==> config.mk <==
export PLATFORM = sky130hd
export DESIGN_NAME = scsi_cmd_decoder
export DESIGN_NICKNAME = d
export VERILOG_FILES = /design/src/rtl/scsi_cmd_pkg.sv /design/src/rtl/scsi_cmd_classify.sv /design/src/rtl/scsi_conn_fsm.sv /design/src/rtl/scsi_int_latch.sv /design/src/rtl/scsi_cmd_decoder.sv
export SDC_FILE = /design/constraint.sdc
export NUM_CORES = 1
export LEC_CHECK = 0
export ABC_CLOCK_PERIOD_IN_PS = 1700
export BUFFER_PORTS_ARGS = -buffer_cell sky130_fd_sc_hd__clkbuf_2
export CAP_MARGIN = 20
export CORE_ASPECT_RATIO = 1.25
export CORE_MARGIN = 3
export CORE_UTILIZATION = 47
export DETAILED_ROUTE_END_ITERATION = 6
export PLACE_DENSITY = 0.78
export REMOVE_ABC_BUFFERS = 1
export SETUP_SLACK_MARGIN = 0.2
export SLEW_MARGIN = 25
export SYNTH_ARGS = -nofsm -noshare
export SYNTH_HDL_FRONTEND = slang
export SYNTH_HIERARCHICAL = 1
export SYNTH_SLANG_ARGS = --single-unit
==> constraint.sdc <==
create_clock -name clk_i -period 1.7 [get_ports clk_i]
set_input_delay 0.34 -clock clk_i [delete_from_list [all_inputs] [get_ports clk_i]]
set_output_delay 0.34 -clock clk_i [all_outputs]
set_load 0.02 [all_outputs]
==> src/rtl/scsi_cmd_pkg.sv <==
package scsi_cmd_pkg;
  localparam int CMD_W  = 8;
  localparam int CODE_W = CMD_W - 1;
  localparam int INT_W  = 8;

  // status bit positions (host software decodes these)
  localparam int IB_BUSRST = 7;
  localparam int IB_ILL    = 6;
  localparam int IB_DISC   = 5;
  localparam int IB_SVC    = 4;
  localparam int IB_FC     = 3;
  localparam int IB_RESEL  = 2;
  localparam int IB_SELATN = 1;
  localparam int IB_SEL    = 0;

  localparam logic [CODE_W-1:0] C_CMPL_SEQ = 7'h11;

  typedef enum logic {ST_DISC, ST_INIT} conn_e;

  typedef enum logic [1:0] {CL_ANY, CL_DISC, CL_INIT, CL_BAD} cls_e;

  typedef enum logic [3:0] {
    K_NOP, K_FLUSH, K_CHIPRST, K_BUSRST, K_LAUNCH,
    K_RESEL_EN, K_RESEL_DIS, K_ATN_SET, K_ATN_CLR, K_BAD
  } kind_e;
endpackage

==> src/rtl/scsi_cmd_classify.sv <==
module scsi_cmd_classify
  import scsi_cmd_pkg::*;
(
  input  logic [CODE_W-1:0] code_i,
  output cls_e              cls_o,
  output kind_e             kind_o
);
  always_comb begin
    cls_o  = CL_BAD;
    kind_o = K_BAD;
    case (code_i)
      7'h00: begin cls_o = CL_ANY;  kind_o = K_NOP;       end
      7'h01: begin cls_o = CL_ANY;  kind_o = K_FLUSH;     end
      7'h02: begin cls_o = CL_ANY;  kind_o = K_CHIPRST;   end
      7'h03: begin cls_o = CL_ANY;  kind_o = K_BUSRST;    end
      7'h40, 7'h41, 7'h42, 7'h43, 7'h46:
             begin cls_o = CL_DISC; kind_o = K_LAUNCH;    end
      7'h44: begin cls_o = CL_DISC; kind_o = K_RESEL_EN;  end
      7'h45: begin cls_o = CL_DISC; kind_o = K_RESEL_DIS; end
      7'h10, 7'h11, 7'h12, 7'h18:
             begin cls_o = CL_INIT; kind_o = K_LAUNCH;    end
      7'h1A: begin cls_o = CL_INIT; kind_o = K_ATN_SET;   end
      7'h1B: begin cls_o = CL_INIT; kind_o = K_ATN_CLR;   end
      default: ;
    endcase
  end
endmodule

==> src/rtl/scsi_conn_fsm.sv <==
module scsi_conn_fsm
  import scsi_cmd_pkg::*;
(
  input  logic              clk_i,
  input  logic              rst_ni,
  input  logic              cmd_valid_i,
  input  logic [CODE_W-1:0] code_i,
  input  logic              dma_i,
  input  cls_e              cls_i,
  input  kind_e             kind_i,
  input  logic              rst_int_dis_i,
  input  logic              done_i,
  input  logic              done_ok_i,
  input  logic              reselect_i,
  output logic              start_o,
  output logic [CODE_W-1:0] act_code_o,
  output logic              act_dma_o,
  output logic              flush_o,
  output logic              bus_rst_o,
  output logic              atn_o,
  output logic              busy_o,
  output logic              connected_o,
  output logic [INT_W-1:0]  int_set_o,
  output logic              int_clr_all_o
);
  conn_e             state_q;
  logic              busy_q, pend_init_q, atn_q, resel_en_q;
  logic              start_q, flush_q, busrst_q, act_dma_q;
  logic [CODE_W-1:0] act_code_q;
  logic              legal, fin, resel_hit, acc;

  // state-gated commands need an idle block; anytime commands never wait
  always_comb begin
    legal = 1'b0;
    unique case (cls_i)
      CL_ANY:  legal = 1'b1;
      CL_DISC: legal = !busy_q && state_q == ST_DISC;
      CL_INIT: legal = !busy_q && state_q == ST_INIT;
      default: legal = 1'b0;
    endcase
  end

  assign acc       = cmd_valid_i && legal;
  assign fin       = busy_q && done_i;
  assign resel_hit = reselect_i && !cmd_valid_i && !busy_q &&
                     resel_en_q && state_q == ST_DISC;

  always_comb begin
    int_set_o = '0;
    if (fin) begin
      if (!done_ok_i)                    int_set_o[IB_DISC] = 1'b1;
      else if (!pend_init_q) begin
        int_set_o[IB_SVC] = 1'b1;
        int_set_o[IB_FC]  = 1'b1;
      end
      else if (act_code_q == C_CMPL_SEQ) int_set_o[IB_FC]   = 1'b1;
      else                               int_set_o[IB_SVC]  = 1'b1;
    end
    if (resel_hit) int_set_o[IB_RESEL] = 1'b1;
    if (cmd_valid_i && !legal) int_set_o[IB_ILL] = 1'b1;
    if (acc && kind_i == K_BUSRST && !rst_int_dis_i) int_set_o[IB_BUSRST] = 1'b1;
    if (acc && kind_i == K_RESEL_DIS) int_set_o[IB_FC] = 1'b1;
  end

  assign int_clr_all_o = acc && kind_i == K_CHIPRST;

  always_ff @(posedge clk_i or negedge rst_ni) begin
    if (!rst_ni) begin
      state_q     <= ST_DISC;
      busy_q      <= 1'b0;
      pend_init_q <= 1'b0;
      atn_q       <= 1'b0;
      resel_en_q  <= 1'b0;
      start_q     <= 1'b0;
      flush_q     <= 1'b0;
      busrst_q    <= 1'b0;
      act_dma_q   <= 1'b0;
      act_code_q  <= '0;
    end else begin
      start_q  <= 1'b0;
      flush_q  <= 1'b0;
      busrst_q <= 1'b0;
      if (fin) begin
        busy_q <= 1'b0;
        if (!pend_init_q && done_ok_i) state_q <= ST_INIT;
        if (pend_init_q && !done_ok_i) begin
          state_q <= ST_DISC;
          atn_q   <= 1'b0;
        end
      end
      if (resel_hit) state_q <= ST_INIT;
      if (acc) begin
        unique case (kind_i)
          K_FLUSH: flush_q <= 1'b1;
          K_CHIPRST: begin
            state_q    <= ST_DISC;
            busy_q     <= 1'b0;
            atn_q      <= 1'b0;
            resel_en_q <= 1'b0;
          end
          K_BUSRST: begin
            busrst_q <= 1'b1;
            state_q  <= ST_DISC;
            busy_q   <= 1'b0;
            atn_q    <= 1'b0;
          end
          K_LAUNCH: begin
            start_q     <= 1'b1;
            busy_q      <= 1'b1;
            act_code_q  <= code_i;
            act_dma_q   <= dma_i;
            pend_init_q <= (cls_i == CL_INIT);
          end
          K_RESEL_EN:  resel_en_q <= 1'b1;
          K_RESEL_DIS: resel_en_q <= 1'b0;
          K_ATN_SET:   atn_q      <= 1'b1;
          K_ATN_CLR:   atn_q      <= 1'b0;
          default: ;
        endcase
      end
    end
  end

  assign start_o     = start_q;
  assign act_code_o  = act_code_q;
  assign act_dma_o   = act_dma_q;
  assign flush_o     = flush_q;
  assign bus_rst_o   = busrst_q;
  assign atn_o       = atn_q;
  assign busy_o      = busy_q;
  assign connected_o = (state_q == ST_INIT);

  AST_START_BUSY: assert property (@(posedge clk_i) disable iff (!rst_ni)
    start_o |-> busy_o) else $error("start without busy");
  AST_SEL_FROM_DISC: assert property (@(posedge clk_i) disable iff (!rst_ni)
    start_o && act_code_o[6] |-> !connected_o) else $error("select while connected");
  AST_XFER_WHEN_CONN: assert property (@(posedge clk_i) disable iff (!rst_ni)
    start_o && !act_code_o[6] |-> connected_o) else $error("transfer while disconnected");
  AST_NO_ATN_DISC: assert property (@(posedge clk_i) disable iff (!rst_ni)
    !connected_o |-> !atn_o) else $error("ATN while disconnected");
  AST_BUSRST_DROPS: assert property (@(posedge clk_i) disable iff (!rst_ni)
    bus_rst_o |-> !connected_o && !busy_o) else $error("bus reset kept link");
endmodule

==> src/rtl/scsi_int_latch.sv <==
module scsi_int_latch #(
  parameter int W = 8
) (
  input  logic         clk_i,
  input  logic         rst_ni,
  input  logic [W-1:0] set_i,
  input  logic         rd_i,
  input  logic         clr_all_i,
  output logic [W-1:0] stat_o,
  output logic         irq_o
);
  logic [W-1:0] q;

  always_ff @(posedge clk_i or negedge rst_ni) begin
    if (!rst_ni)        q <= '0;
    else if (clr_all_i) q <= '0;
    else                q <= (rd_i ? '0 : q) | set_i;
  end

  assign stat_o = q;
  assign irq_o  = |q;

  AST_STICKY: assert property (@(posedge clk_i) disable iff (!rst_ni)
    !rd_i && !clr_all_i |=> (($past(stat_o) & ~stat_o) == '0)) else $error("status bit lost");
  AST_RD_CLEARS: assert property (@(posedge clk_i) disable iff (!rst_ni)
    rd_i && set_i == '0 |=> stat_o == '0) else $error("read did not clear");
  AST_CHIPRST_CLR: assert property (@(posedge clk_i) disable iff (!rst_ni)
    clr_all_i |=> !irq_o) else $error("chip reset left irq");
endmodule

==> src/rtl/scsi_cmd_decoder.sv <==
module scsi_cmd_decoder
  import scsi_cmd_pkg::*;
(
  input  logic              clk_i,
  input  logic              rst_ni,
  input  logic              cmd_valid_i,
  input  logic [CMD_W-1:0]  cmd_i,
  input  logic              rst_int_dis_i,
  input  logic              done_i,
  input  logic              done_ok_i,
  input  logic              reselect_i,
  input  logic              rd_i,
  output logic              start_o,
  output logic [CODE_W-1:0] act_code_o,
  output logic              act_dma_o,
  output logic              flush_o,
  output logic              bus_rst_o,
  output logic              atn_o,
  output logic              busy_o,
  output logic              connected_o,
  output logic [INT_W-1:0]  int_stat_o,
  output logic              irq_o
);
  cls_e             cls;
  kind_e            kind;
  logic [INT_W-1:0] int_set;
  logic             int_clr_all;

  scsi_cmd_classify u_classify (
    .code_i (cmd_i[CODE_W-1:0]),
    .cls_o  (cls),
    .kind_o (kind)
  );

  scsi_conn_fsm u_fsm (
    .clk_i         (clk_i),
    .rst_ni        (rst_ni),
    .cmd_valid_i   (cmd_valid_i),
    .code_i        (cmd_i[CODE_W-1:0]),
    .dma_i         (cmd_i[CMD_W-1]),
    .cls_i         (cls),
    .kind_i        (kind),
    .rst_int_dis_i (rst_int_dis_i),
    .done_i        (done_i),
    .done_ok_i     (done_ok_i),
    .reselect_i    (reselect_i),
    .start_o       (start_o),
    .act_code_o    (act_code_o),
    .act_dma_o     (act_dma_o),
    .flush_o       (flush_o),
    .bus_rst_o     (bus_rst_o),
    .atn_o         (atn_o),
    .busy_o        (busy_o),
    .connected_o   (connected_o),
    .int_set_o     (int_set),
    .int_clr_all_o (int_clr_all)
  );

  scsi_int_latch #(.W(INT_W)) u_int (
    .clk_i     (clk_i),
    .rst_ni    (rst_ni),
    .set_i     (int_set),
    .rd_i      (rd_i),
    .clr_all_i (int_clr_all),
    .stat_o    (int_stat_o),
    .irq_o     (irq_o)
  );

  AST_ILL_NO_STATE: assert property (@(posedge clk_i) disable iff (!rst_ni)
    cmd_valid_i && int_set[IB_ILL] && !done_i |=> $stable(connected_o) && $stable(busy_o))
    else $error("illegal command changed state");
endmodule

Word-level counts from Yosys, hierarchy flattened
Cells that the tools add are included.

storage, ports and cells
  logic and storage cells = 109
  latch bits = 0
  input port bits = 16
  memory bits (read-only) = 0
  memories = 0
  memory bits (writable) = 0
  output and inout bits = 23
  register bits = 24

operators by class
  reduce and logical (&&, ||, !) cells = 34
  add/sub/neg operators = 0
  bitwise operators = 2
  $mul = 0
  equal/unequal tests = 27
  shift-type cells = 0
  div/mod/pow operators = 0
  multiplexer cells = 35
  magnitude comparators = 0

operators with widths
  operator              count
  $eq A7 B5 Y1 const B  7
  $eq A7 B7 Y1 const B  7
  $pmux W4 S9           1
  $mux W1               24
  $eq A4 B3 Y1 const B  4
  $mux W8               2
  $logic_and A1 B1 Y1   15
  $eq A7 B2 Y1 const B  2
  $reduce_or A9 Y1      1
  $eq A4 B2 Y1 const B  2
  $or A8 B8 Y8          1
  $reduce_or A8 Y1      1
  $eq A7 B1 Y1 const B  1
  $logic_not A7 Y1      1
  $reduce_or A7 Y1      1
  $logic_not A1 Y1      6
  $pmux W1 S2           3
  $pmux W2 S3           1
  $reduce_or A6 Y1      1
  $eq A4 B1 Y1 const B  1
  $eq A4 B4 Y1 const B  1
  $mux W2               2
  $reduce_and A2 Y1     2
  $reduce_or A2 Y1      2
  other kinds (9)       9

Depth between registers and ports, before layout
Gate-level depths: netlist (run 1).

  depth in word-level cells = 11
  mapped depth = 13
  gate-level depth less buffers = 11

Cells and area by module
The synthesis (run 1) kept the hierarchy.

modules (own cells, without submodules)
  module             instances  area an instance (um^2)  cells an instance  seq. area each (um^2)
  scsi_conn_fsm      1          925.9                    81                 400.4
  scsi_int_latch     1          340.3                    36                 200.2
  scsi_cmd_classify  1          212.7                    31                 0.0

Worst setup path after synthesis (run 1)
No wires, ideal clock.

  path kind = input to register
  start = in cmd_i[4]
  end = reg u_int.q[0], in the netlist u_int/stat_o[0]
  stages on the path = 12
  data required time = 1.568 ns
  buffers on the path = 3
  path slack = -0.985 ns
  setup time = 0.132 ns
  data arrival time = 2.553 ns
  path through = buf_6 -> or3_4 -> a21oi_1 -> inv_1 -> ha_1 -> and4bb_1 -> a2bb2oi_2 -> or3_1 -> buf_2 -> nor2_1 -> clkbuf_1 -> a21oi_1

between the ends
  longest elaborated chain between the ends = 8
  elaborated cells between the ends (all ways) = 31
  those cells by class = 19 x eq/ne; 4 x mux; 8 x reduce/logical

RTL lines
  element                                                    line                     RTL
  start: declaration                                         scsi_cmd_decoder.sv:7    input logic [CMD_W-1:0] cmd_i,
  $eq A7 B7 Y1 (tied with other cells)                       scsi_cmd_classify.sv:11  case (code_i)
  $reduce_or A7 Y1 (no source line) (tied with other cells)  --
  $pmux W2 S3 (*)                                            scsi_cmd_classify.sv:11
  named net cls[1]                                           scsi_cmd_decoder.sv:24   cls_e cls;
  $eq A2 B2 Y1 (tied with other cells)                       scsi_conn_fsm.sv:35      unique case (cls_i)
  $pmux W1 S3 (*)                                            scsi_conn_fsm.sv:35
  $logic_and A1 B1 Y1 (*)                                    scsi_conn_fsm.sv:43      assign acc = cmd_valid_i && legal;
  $logic_and A1 B1 Y1 (*)                                    scsi_conn_fsm.sv:65      assign int_clr_all_o = acc && kind_i == K_CHIPRST;
  named net int_clr_all                                      scsi_cmd_decoder.sv:27   logic int_clr_all;
  $mux W8 (*)                                                scsi_int_latch.sv:16     else if (clr_all_i) q <= '0;
  end signal: assignment                                     scsi_int_latch.sv:17     else q <= (rd_i ? '0 : q) | set_i;
  end: declaration                                           scsi_int_latch.sv:12     logic [W-1:0] q;

The timed path passes the listed nets; every way through them passes the cells marked *.
A chain may end at the register's enable or synchronous reset.

Worst setup path after layout (run 1)
  start = in cmd_i[3]
  end = reg u_int.q[1], in the netlist u_int/stat_o[1]

Same word-level chain as after synthesis.

==> results of run 1 <==
per-stage QoR:
step	hold WS (ps)	TNS, ps	utilization	std cells
2_1_floorplan	44.4	-17120	-	141
3_3_place_gp	346	-16740	0.626	243
3_5_place_dp	366	-19630	0.626	243
4_1_cts	18.0	-8980	0.707	258
5_1_grt	35.8	-10520	0.729	260
6_report	10.8	-9490	0.729	260
sequential cells by signal, indices dropped and copies added, names as in the netlist:
register,flops
u_int/stat_o,8
u_fsm/bus_rst_o,1
u_fsm/busy_o,1
u_fsm/resel_en_q,1
u_fsm/atn_o,1
u_fsm/connected_o,1
u_fsm/act_code_o,7
u_fsm/start_o,1
u_fsm/flush_o,1
u_fsm/act_dma_o,1
u_fsm/pend_init_q,1
worst paths after layout:
path | start | endpoint | slack (ps) | cells after the start
min in group clk_i | cmd_i[7] | u_fsm/act_dma_o$_DFFE_PN0P_ | 260 | 2
setup reg to reg | u_fsm/act_code_o[6]$_DFFE_PN0P_ | u_int/stat_o[3]$_DFF_PN0_ | 0 | 6
max in group asynchronous | rst_ni | u_fsm/flush_o$_DFF_PN0_ | 1310 | 1
hold reg to reg | u_fsm/act_dma_o$_DFFE_PN0P_ | u_fsm/act_dma_o$_DFFE_PN0P_ | 530 | 1
hold / removal | rst_ni | u_fsm/act_code_o[6]$_DFFE_PN0P_ | 10 | 1
setup / recovery | cmd_i[3] | u_int/stat_o[1]$_DFF_PN0_ | -460 | 11
power by group through the flow:
stage / combinational [mW] / clock [mW] / sequential [mW]
floorplan: 0.0548 / 0 / 0.596
global placement: 0.153 / 0 / 0.590
detailed placement: 0.160 / 0 / 0.591
CTS: 0.195 / 0.248 / 0.579
global route: 0.220 / 0.266 / 0.581
finish: 0.204 / 0.236 / 0.580
area by class of cell:
cell class	instances	share of cell area
Inverter	16	0.0277
Multi-Input combinational cell	102	0.412
Sequential cell	24	0.277
Tap cell	36	0.0208
Timing Repair Buffer	79	0.252
Clock buffer	3	0.0104
synth_stat cells, drive strengths merged (2+ instances only):
cell and n:
nand3 3, or3 2, nor4 3, nor3 4, a21oi 12, nor2 8
nand2b 9, nand2 9, inv 16, o21ai 5, buf 7, xnor2 2
dfrtp 24, a21boi 3, nor3b 3, o21a 3, or4 2, ha 3
mux2 9
critical path, stage by stage:
cell and delay, ps:
sky130_fd_sc_hd__buf_8 100, sky130_fd_sc_hd__or3_4 390, sky130_fd_sc_hd__a21oi_4 140, sky130_fd_sc_hd__inv_2 60
sky130_fd_sc_hd__ha_1 190, sky130_fd_sc_hd__and4bb_1 320, sky130_fd_sc_hd__a2bb2oi_4 90, sky130_fd_sc_hd__or3_4 420
sky130_fd_sc_hd__nor2_4 110, sky130_fd_sc_hd__buf_6 140, sky130_fd_sc_hd__a21oi_1 50
cell families (layout without fill, tap and decap cells):
| logic type | Yosys count | count (layout) | share of synthesized area |
|---|---|---|---|
| AND/OR/NAND/NOR | 51 | 52 | 0.219 |
| AO/OA/AOI/OAI | 34 | 34 | 0.160 |
| flip-flops | 24 | 24 | 0.406 |
| buffers and inverters | 24 | 98 | 0.0863 |
| multiplexers | 9 | 9 | 0.0888 |
| adder cells (fa/ha/maj) | 3 | 3 | 0.0254 |
| XOR/XNOR | 2 | 2 | 0.0118 |
| other | 1 | 2 | 0.00254 |
timing repair:
| item | in CTS | in global routing |
|---|---|---|
| hold buffers | 0 | 0 |
| pin swaps | 8 | 4 |
| cloned | 1 | 0 |
| setup buffers | 11 | 2 |
| endpoints found under the setup margin | 25 | 25 |
| resized for setup | 23 | 15 |
layer usage:
layer | GRT usage | up-vias | share of wire
met1 | 0.235 | 688 | 0.37
met4 | 0.125 | 0 | 0.024
li1 | - | 670 | -
met2 | 0.439 | 62 | 0.55
met5 | 0 | - | 0
met3 | 0.0279 | 10 | 0.050
==> summary.md, run 1 <==
| Metric | Value |
|---|---|
| Netlist area before placement | 1480 um^2 |
| Logic pwr share | 0.200 |
| Area after detailed placement | 1860 um^2 |
| Critical path class | input port to flip-flop |
| RSZ-0062 raised after global routing | yes |
| Data required time of the worst path | 1900 ps |
| Share of the yosys chip area belonging to registers | 0.406 |
| Worst Path Arrival | 2360 ps |
| Post-placement worst setup slack | -890 ps |
| Area used by sequential logic in the layout | 601 um^2 |
| Cells after synthesis | 148 |
| Most frequent cells in the layout | sky130_fd_sc_hd__buf_4 (36), sky130_fd_sc_hd__clkbuf_2 (35), sky130_fd_sc_hd__dfrtp_1 (24), sky130_fd_sc_hd__inv_1 (11) |
| Worst setup slack after layout | -458 ps |
| Largest buffer count on any clock path | 2 |
| Core area | 2970 um^2 |
| First-pass GRT wire length | 6790 um |
| Drt first-iter violations | 70 |
| IO Pins | 39 |
| Final critical-path share of the clock period | 1.27 |
| Largest area contributor in the synthesized netlist | sky130_fd_sc_hd__dfrtp_1 |
| Portion of synthesized cell area occupied by the leading cell type | 0.406 |
| Power Internal | 0.757 mW |
| Core Rows | 22 |
| Post-synth ARST share | 1.00 |
| Detail-routed net length per standard cell | 16.3 um |
| Number of warning messages in the yosys log | 6 |
| Max Fanout on Critical Path | 8 |
| Maximum clock skew at final layout | 2.47 ps |
| Crit path capture type | flip-flop |
| Number of enable-type register cells in the synthesized netlist | 0 |
| Leading cell type in the layout, fill and taps excluded | sky130_fd_sc_hd__buf_4 |
| Number of search-and-repair iterations in the first detailed-routing pass | 4 |
| Clock tree root buffer cell | sky130_fd_sc_hd__clkbuf_4 |
| Total Routed Length | 4240 um |
| Worst-skew pair later-pin latency | 300 ps |
| Outcome | finished, violations left |
| Via count of the first global-routing pass | 1,495 |
| Detailed placer's ending HPWL | 2960 um |
| Final count of pins violating max slew | 0 |
| Initial antenna violation count | 0 |
| Overall die height | 68.7 um |
| Measured slew at the worst slew-check pin | 588 ps |
| Floorplan die area | 3860 um^2 |
| Number of unique standard cell types used by synthesis | 47 |
| Final Hold Viols | 0 |
| Sink Count | 24 |
| Sequential share of power | 0.568 |
| Global router's overall resource usage | 0.225 |
| Final ANT Viol Nets | 0 |
| Cell types with the largest area share after synthesis | sky130_fd_sc_hd__dfrtp_1 (41%), sky130_fd_sc_hd__mux2_4 (8.1%), sky130_fd_sc_hd__a21oi_1 (4.1%), sky130_fd_sc_hd__inv_1 (4.1%), sky130_fd_sc_hd__nand2b_1 (3.8%) |
| Initial Utilization | 0.497 |
| Startpoint kind of the worst setup timing path | input port |
| Worst hold path class | input port to asynchronous set/reset pin |
| Largest vdd supply drop | 0.358 mV |
| Dominant synthesized flop cell | sky130_fd_sc_hd__dfrtp_1 |
| NumNets Final | 245 |
| DR DRC count | 0 |
| Layout fillers | 208 |
| Number of CTS-inserted buffers | 3 |
| Max_slew headroom | 0.608 |
| Clock power share | 0.232 |
| Weighted congestion at the end of routability-driven global placement | 0.926 |
| Leakage component of the power | 1.14 nW |
| Pin count of the biggest net entering global routing | 25 |
| Final critical path time including I/O delays and setup | 2160 ps |
| Width of the die | 56.2 um |
| Total congestion overflow after global routing | 0 |
| Via count | 1,430 |
| Multi-input gate area in the final layout | 892 um^2 |
| Diodes inserted | 0 |
| Area overhead of the layout relative to synthesis | 46.4% |
| Total chip power | 1.02 mW |
| Peak clock frequency supported by timing | 463 MHz |
| Clock slew at the register clock pins of the worst setup and hold paths | 120 ps |
| Number of synthesized register bits | 24 |
| H-tree level count | 1 |
| Finished Cell Area | 2170 um^2 |
| Total of max-cap violations | 0 |
| Share of cells above drive strength 1 | 0.545 |
| Proportion of total power due to net switching | 0.258 |
| Switching component of the power | 0.263 mW |
| Violations in the final reports | setup timing |
| Mean cell area of the mapped netlist | 9.99 um^2 |
| Power per standard cell area | 471 nW/um^2 |
| Count of buffers inserted at the top-level ports | 38 |
| Clock tree from TritonCTS | built |
| Total setup violations reported at the end of the flow | 24 |
| Vias per cell | 5.50 |
(Power assumes the default switching activity.)
==> run 2: changes to the inputs <==
Settings changed: PLACE_DENSITY 0.78 to 0.81.
==> summary.md, run 2 (synthesized netlist as in run 1, its figures left out) <==
| Metric | Value |
|---|---|
| Violations in the final reports | setup timing |
| Most frequent cells in the layout | sky130_fd_sc_hd__clkbuf_2 (35), sky130_fd_sc_hd__buf_4 (32), sky130_fd_sc_hd__dfrtp_1 (24), sky130_fd_sc_hd__inv_1 (12) |
| Weighted congestion at the end of routability-driven global placement | 0.879 |
| Worst-skew pair later-pin latency | 340 ps |
| Count of buffers inserted at the top-level ports | 38 |
| Detailed placer's ending HPWL | 2860 um |
| Final critical path time including I/O delays and setup | 2130 ps |
| Largest buffer count on any clock path | 2 |
| Final critical-path share of the clock period | 1.25 |
| Data required time of the worst path | 1930 ps |
| Largest stage delay, worst path | 420 ps |
| Outcome | finished, violations left |
| Peak clock frequency supported by timing | 470 MHz |
| Count of buffering cells on the critical path with inverters included | 3 |
| Total of max-cap violations | 0 |
| Floorplan die area | 3860 um^2 |
| Detail-routed net length per standard cell | 16.5 um |
| Vias per cell | 5.55 |
| Max Fanout on Critical Path | 8 |
| Crit path capture type | flip-flop |
| Number of search-and-repair iterations in the first detailed-routing pass | 4 |
| Total congestion overflow after global routing | 0 |
| Worst hold path class | input port to flip-flop |
| Final Hold Viols | 0 |
| Via count | 1,431 |
| Post-Route Setup TNS | -8480 ps |
| Final count of pins violating max slew | 0 |
| Startpoint kind of the worst setup timing path | input port |
| Worst Path Arrival | 2360 ps |
| Critical path class | input port to flip-flop |
| Initial Utilization | 0.497 |
| Multi-input gate area in the final layout | 903 um^2 |
| H-tree level count | 1 |
| First-pass GRT wire length | 6510 um |
| DR DRC count | 0 |
| Clock slew at the register clock pins of the worst setup and hold paths | 140 ps |
| Sink Count | 24 |
| Diodes inserted | 0 |
| Core Rows | 22 |
| Worst setup slack after layout | -429 ps |
| Share of cells above drive strength 1 | 0.532 |
| Power per standard cell area | 556 nW/um^2 |
| Core area | 2970 um^2 |
| Kind of cell adding the most delay to the critical path | simple AND/OR/NAND/NOR gates |
| Total Routed Length | 4260 um |
| Global router's overall resource usage | 0.219 |
| Max_slew headroom | 0.604 |
| Clock tree root buffer cell | sky130_fd_sc_hd__clkbuf_4 |
| NumNets Final | 242 |
| Initial antenna violation count | 0 |
| Pin count of the biggest net entering global routing | 25 |
| Final ANT Viol Nets | 0 |
| Total chip power | 1.21 mW |
| Overall die height | 68.7 um |
| Total setup violations reported at the end of the flow | 24 |
| Largest vdd supply drop | 0.466 mV |
| Measured slew at the worst slew-check pin | 594 ps |
| Final hold slack | 219 ps |
| Leakage component of the power | 1.15 nW |
| Leading cell type in the layout, fill and taps excluded | sky130_fd_sc_hd__clkbuf_2 |
| Via count of the first global-routing pass | 1,469 |
| Slowest CP cell | sky130_fd_sc_hd__or3_4 |
| RSZ-0062 raised after global routing | yes |
| Maximum clock skew at final layout | 12.9 ps |
| Width of the die | 56.2 um |
| Layout fillers | 201 |
| IO Pins | 39 |
| Number of flip-flops in the largest register | 8 |
| Area used by sequential logic in the layout | 601 um^2 |
| Area overhead of the layout relative to synthesis | 47.6% |
| Series of cell instances along the critical path | buf_8 -> xnor2_2 -> o211a_1 -> a21oi_2 -> inv_2 -> ha_4 -> and4bb_1 -> a2bb2oi_4 -> or3_4 -> nor2_4 -> buf_6 -> a21oi_1 |
| Clock tree from TritonCTS | built |
| Drt first-iter violations | 48 |
| Number of CTS-inserted buffers | 3 |
==> run 2: cell types whose count changed in the layout (fill, tap and decap cells not counted), sizes merged <==
| cell | previous run | this run |
|---|---|---|
| buf | 43 | 39 |
| bufinv | 0 | 1 |
| dlygate4sd3 | 0 | 1 |
==> run 2: where the power goes <==
part	total (mW)	leakage (nW)	internal (mW)	switching, mW
combinational	0.210	0.808	0.101	0.109
clock	0.424	0.0279	0.239	0.185
sequential	0.580	0.315	0.576	0.00385
total	1.21	1.15	0.916	0.298
==> run 2: worst paths after layout <==
kind                                        startpoint                     endpoint  slack [ps]  depth (start not counted)
setup reg to reg                u_fsm/busy_o$_DFF_PN0_        u_fsm/atn_o$_DFF_PN0_          50                          5
setup / recovery                              cmd_i[1]    u_int/stat_o[6]$_DFF_PN0_        -430                         12
hold / removal                                cmd_i[7]  u_fsm/act_dma_o$_DFFE_PN0P_         220                          2
hold reg to reg            u_fsm/act_dma_o$_DFFE_PN0P_  u_fsm/act_dma_o$_DFFE_PN0P_         540                          1
min in group asynchronous                       rst_ni    u_int/stat_o[4]$_DFF_PN0_         510                          2
max in group asynchronous                       rst_ni    u_int/stat_o[1]$_DFF_PN0_         790                          2
==> run 2: metrics by stage <==
| step | std cells | instance area [um^2] | setup WS (ps) | utilization |
|---|---|---|---|---|
| 4_1_cts | 252 | 2060 | -391 | 0.692 |
| 3_3_place_gp | 242 | 1850 | -855 | 0.623 |
| 3_5_place_dp | 242 | 1850 | -935 | 0.623 |
| 2_1_floorplan | 141 | 1420 | -865 | - |
| 5_1_grt | 258 | 2180 | -496 | 0.734 |
| 6_report | 258 | 2180 | -429 | 0.734 |
==> run 2: routing by layer <==
layer,track usage,part of all wire,vias to the layer above
met5,0,0,-
met4,0.125,0.034,0
met1,0.221,0.38,694
met3,0.0168,0.045,13
li1,-,-,665
met2,0.446,0.55,59
==> run 2: area by class of cell <==
cell class / instances / share of cell area
clock buffer: 3 / 0.0103
clock inverter: 1 / 0.0138
inverter: 16 / 0.0275
multi-input combinational: 102 / 0.414
sequential: 24 / 0.275
tap: 36 / 0.0206
timing repair buffer: 76 / 0.239
==> run 2: what timing repair did <==
action,CTS,global route
pin swaps,10,3
setup endpoints to repair,25,25
gates resized for setup,22,18
buffers inserted,4,6
hold buffers,1,0
hold endpoints to repair,14,0
cloned,1,0
==> run 3: changes to the inputs <==
Settings changed: ABC_CLOCK_PERIOD_IN_PS 1700 to unset, CELL_PAD_IN_SITES_DETAIL_PLACEMENT set to 1, CELL_PAD_IN_SITES_GLOBAL_PLACEMENT set to 2, CORE_UTILIZATION 47 to 29, PLACE_DENSITY 0.81 to 0.82, REMOVE_ABC_BUFFERS 1 to unset.
==> summary.md, run 3 (synthesized netlist as in run 1, its figures left out) <==
| Metric | Value |
|---|---|
| Weighted congestion at the end of routability-driven global placement | 0.880 |
| Logic pwr share | 0.159 |
| Leading cell type in the layout, fill and taps excluded | sky130_fd_sc_hd__clkbuf_2 |
| First-pass GRT wire length | 7670 um |
| IO Pins | 39 |
| Initial antenna violation count | 0 |
| Number of search-and-repair iterations in the first detailed-routing pass | 4 |
| Core area | 4830 um^2 |
| Final critical path time including I/O delays and setup | 2120 ps |
| Clock power share | 0.392 |
| H-tree level count | 1 |
| Drt first-iter violations | 43 |
| Worst-skew pair later-pin latency | 270 ps |
| Critical path class | input port to flip-flop |
| Worst hold path class | input port to asynchronous set/reset pin |
| Slowest CP cell | sky130_fd_sc_hd__or3_4 |
| Finished Cell Area | 2250 um^2 |
| Diodes inserted | 0 |
| Clock slew at the register clock pins of the worst setup and hold paths | 90 ps |
| Final critical-path share of the clock period | 1.25 |
| Width of the die | 69.9 um |
| Global router's overall resource usage | 0.161 |
| Number of buffers added to fix hold violations after cts | 0 |
| Largest stage delay, worst path | 390 ps |
| Core Rows | 28 |
| Data required time of the worst path | 1870 ps |
| Worst setup slack after layout | -425 ps |
| DR DRC count | 0 |
| Power per standard cell area | 576 nW/um^2 |
| Via count of the first global-routing pass | 1,544 |
| Sink Count | 24 |
| Reg2Reg Setup Slack | 70 ps |
| Maximum clock skew at final layout | 4.88 ps |
| Largest vdd supply drop | 0.337 mV |
| Total chip power | 1.30 mW |
| Area after detailed placement | 1940 um^2 |
| Total setup violations reported at the end of the flow | 24 |
| Crit path capture type | flip-flop |
| Floorplan die area | 6000 um^2 |
| Detailed placer's ending HPWL | 3500 um |
| Detail-routed net length per standard cell | 16.8 um |
| Clock tree from TritonCTS | built |
| Power Internal | 0.988 mW |
| Worst R2R End | u_int/stat_o[7]$_DFF_PN0_ |
| Sequential share of power | 0.449 |
| Area overhead of the layout relative to synthesis | 52.2% |
| Most frequent cells in the layout | sky130_fd_sc_hd__clkbuf_2 (35), sky130_fd_sc_hd__buf_4 (31), sky130_fd_sc_hd__dfrtp_1 (24), sky130_fd_sc_hd__inv_1 (11) |
| Clock tree root buffer cell | sky130_fd_sc_hd__clkbuf_8 |
| Final ANT Viol Nets | 0 |
| Final Hold Viols | 0 |
| Initial Utilization | 0.306 |
| Vias per cell | 4.96 |
| Number of CTS-inserted buffers | 3 |
| Startpoint kind of the worst setup timing path | input port |
| Number of flip-flops in the largest register | 8 |
| Max_slew headroom | 0.598 |
| Proportion of total power due to net switching | 0.238 |
| Largest buffer count on any clock path | 2 |
| Kind of cell adding the most delay to the critical path | simple AND/OR/NAND/NOR gates |
| Outcome | finished, violations left |
| Pin count of the biggest net entering global routing | 25 |
| R2R Path Start | u_fsm/connected_o$_DFF_PN0_ |
| Number of cells on the worst reg-to-reg path | 6 |
| Count of buffering cells on the critical path with inverters included | 3 |
| Total congestion overflow after global routing | 0 |
| Total of max-cap violations | 0 |
| Total Routed Length | 4720 um |
| RSZ-0062 raised after global routing | yes |
| Share of cells above drive strength 1 | 0.561 |
| Series of cell instances along the critical path | buf_6 -> or3_4 -> a21oi_4 -> inv_2 -> ha_1 -> xnor2_2 -> a2bb2oi_4 -> or3_4 -> nor2_4 -> buf_6 -> a21oi_1 |
| Leakage component of the power | 1.15 nW |
| Switching component of the power | 0.308 mW |
| Worst Path Arrival | 2290 ps |
| Peak clock frequency supported by timing | 471 MHz |
| Count of buffers inserted at the top-level ports | 38 |
| Final cell utilization of the core | 0.466 |
| Final count of pins violating max slew | 0 |
| Measured slew at the worst slew-check pin | 602 ps |
| Max Fanout on Critical Path | 8 |
| Overall die height | 85.8 um |
| Via count | 1,394 |
| Violations in the final reports | setup timing |
| NumNets Final | 241 |
==> run 3: cell count changes in the layout (fill, tap and decap cells not counted), moves of 2 or more <==
cell,change
sky130_fd_sc_hd__clkbuf_4,-3
sky130_fd_sc_hd__clkbuf_8,+3
sky130_fd_sc_hd__a21oi_1,-5
sky130_fd_sc_hd__a21oi_2,+5
sky130_fd_sc_hd__nor4_2,-2
==> run 3: how the worst max path moves through the flow <==
stage                         from                              end  slack (ps)  cells after the start
after floorplan           cmd_i[4]        u_int/stat_o[0]$_DFF_PN0_        -740                     12
after global placement    cmd_i[5]        u_int/stat_o[7]$_DFF_PN0_        -700                     11
after detailed placement  cmd_i[5]        u_int/stat_o[5]$_DFF_PN0_        -800                     11
after CTS                 cmd_i[5]  u_fsm/act_code_o[4]$_DFFE_PN0P_        -440                     10
after global routing      cmd_i[4]        u_int/stat_o[3]$_DFF_PN0_        -490                     11
final                     cmd_i[4]        u_int/stat_o[7]$_DFF_PN0_        -420                     11
==> run 3: final cells by class <==
cell class                 instances  area [um^2]
sequential                        24          601
clock buffer                       3         41.3
fill                             556         2580
tap                               60         75.1
multi-input combinational        102          928
inverter                          16         60.1
clock inverter                     1         30.0
timing repair buffer              75          515
==> run 3: routing by layer <==
metal  track usage  part of all wire  vias up
met5             0                 0        -
met4        0.0331            0.0064        0
met3        0.0258             0.030        6
met2         0.328              0.58       33
met1         0.170              0.38      695
li1              -                 -      660
==> run 3: worst reg2reg max path: stages, from the launching register on <==
cell and delay (ps):
sky130_fd_sc_hd__dfrtp_1 470, sky130_fd_sc_hd__xnor2_2 280, sky130_fd_sc_hd__a2bb2oi_4 110, sky130_fd_sc_hd__or3_4 390, sky130_fd_sc_hd__nor2_4 100, sky130_fd_sc_hd__buf_6 150, sky130_fd_sc_hd__a21oi_1 50
==> run 3: through the flow <==
stage	setup TNS, ps	setup WS [ps]	hold slack (ps)	std cells
5_1_grt	-10200	-493	106	281
4_1_cts	-9230	-437	81.2	280
2_1_floorplan	-15570	-735	44.4	149
3_3_place_gp	-15710	-702	361	267
6_report	-8820	-425	56.5	281
3_5_place_dp	-17880	-804	374	267
==> run 3: what timing repair did <==
| action | CTS | global route |
|---|---|---|
| pin swaps | 8 | 10 |
| setup buffers | 8 | 1 |
| setup endpoints to repair | 25 | 25 |
| hold endpoints to repair | 0 | 0 |
| cloned | 1 | 0 |
| resized for setup | 16 | 20 |
==> run 3: power by group through the flow <==
| stage | clock [mW] | sequential (mW) | combinational [mW] |
|---|---|---|---|
| global placement | 0 | 0.590 | 0.164 |
| global route | 0.533 | 0.582 | 0.228 |
| floorplan | 0 | 0.596 | 0.0727 |
| CTS | 0.511 | 0.579 | 0.191 |
| detailed placement | 0 | 0.591 | 0.172 |
| finish | 0.508 | 0.581 | 0.206 |
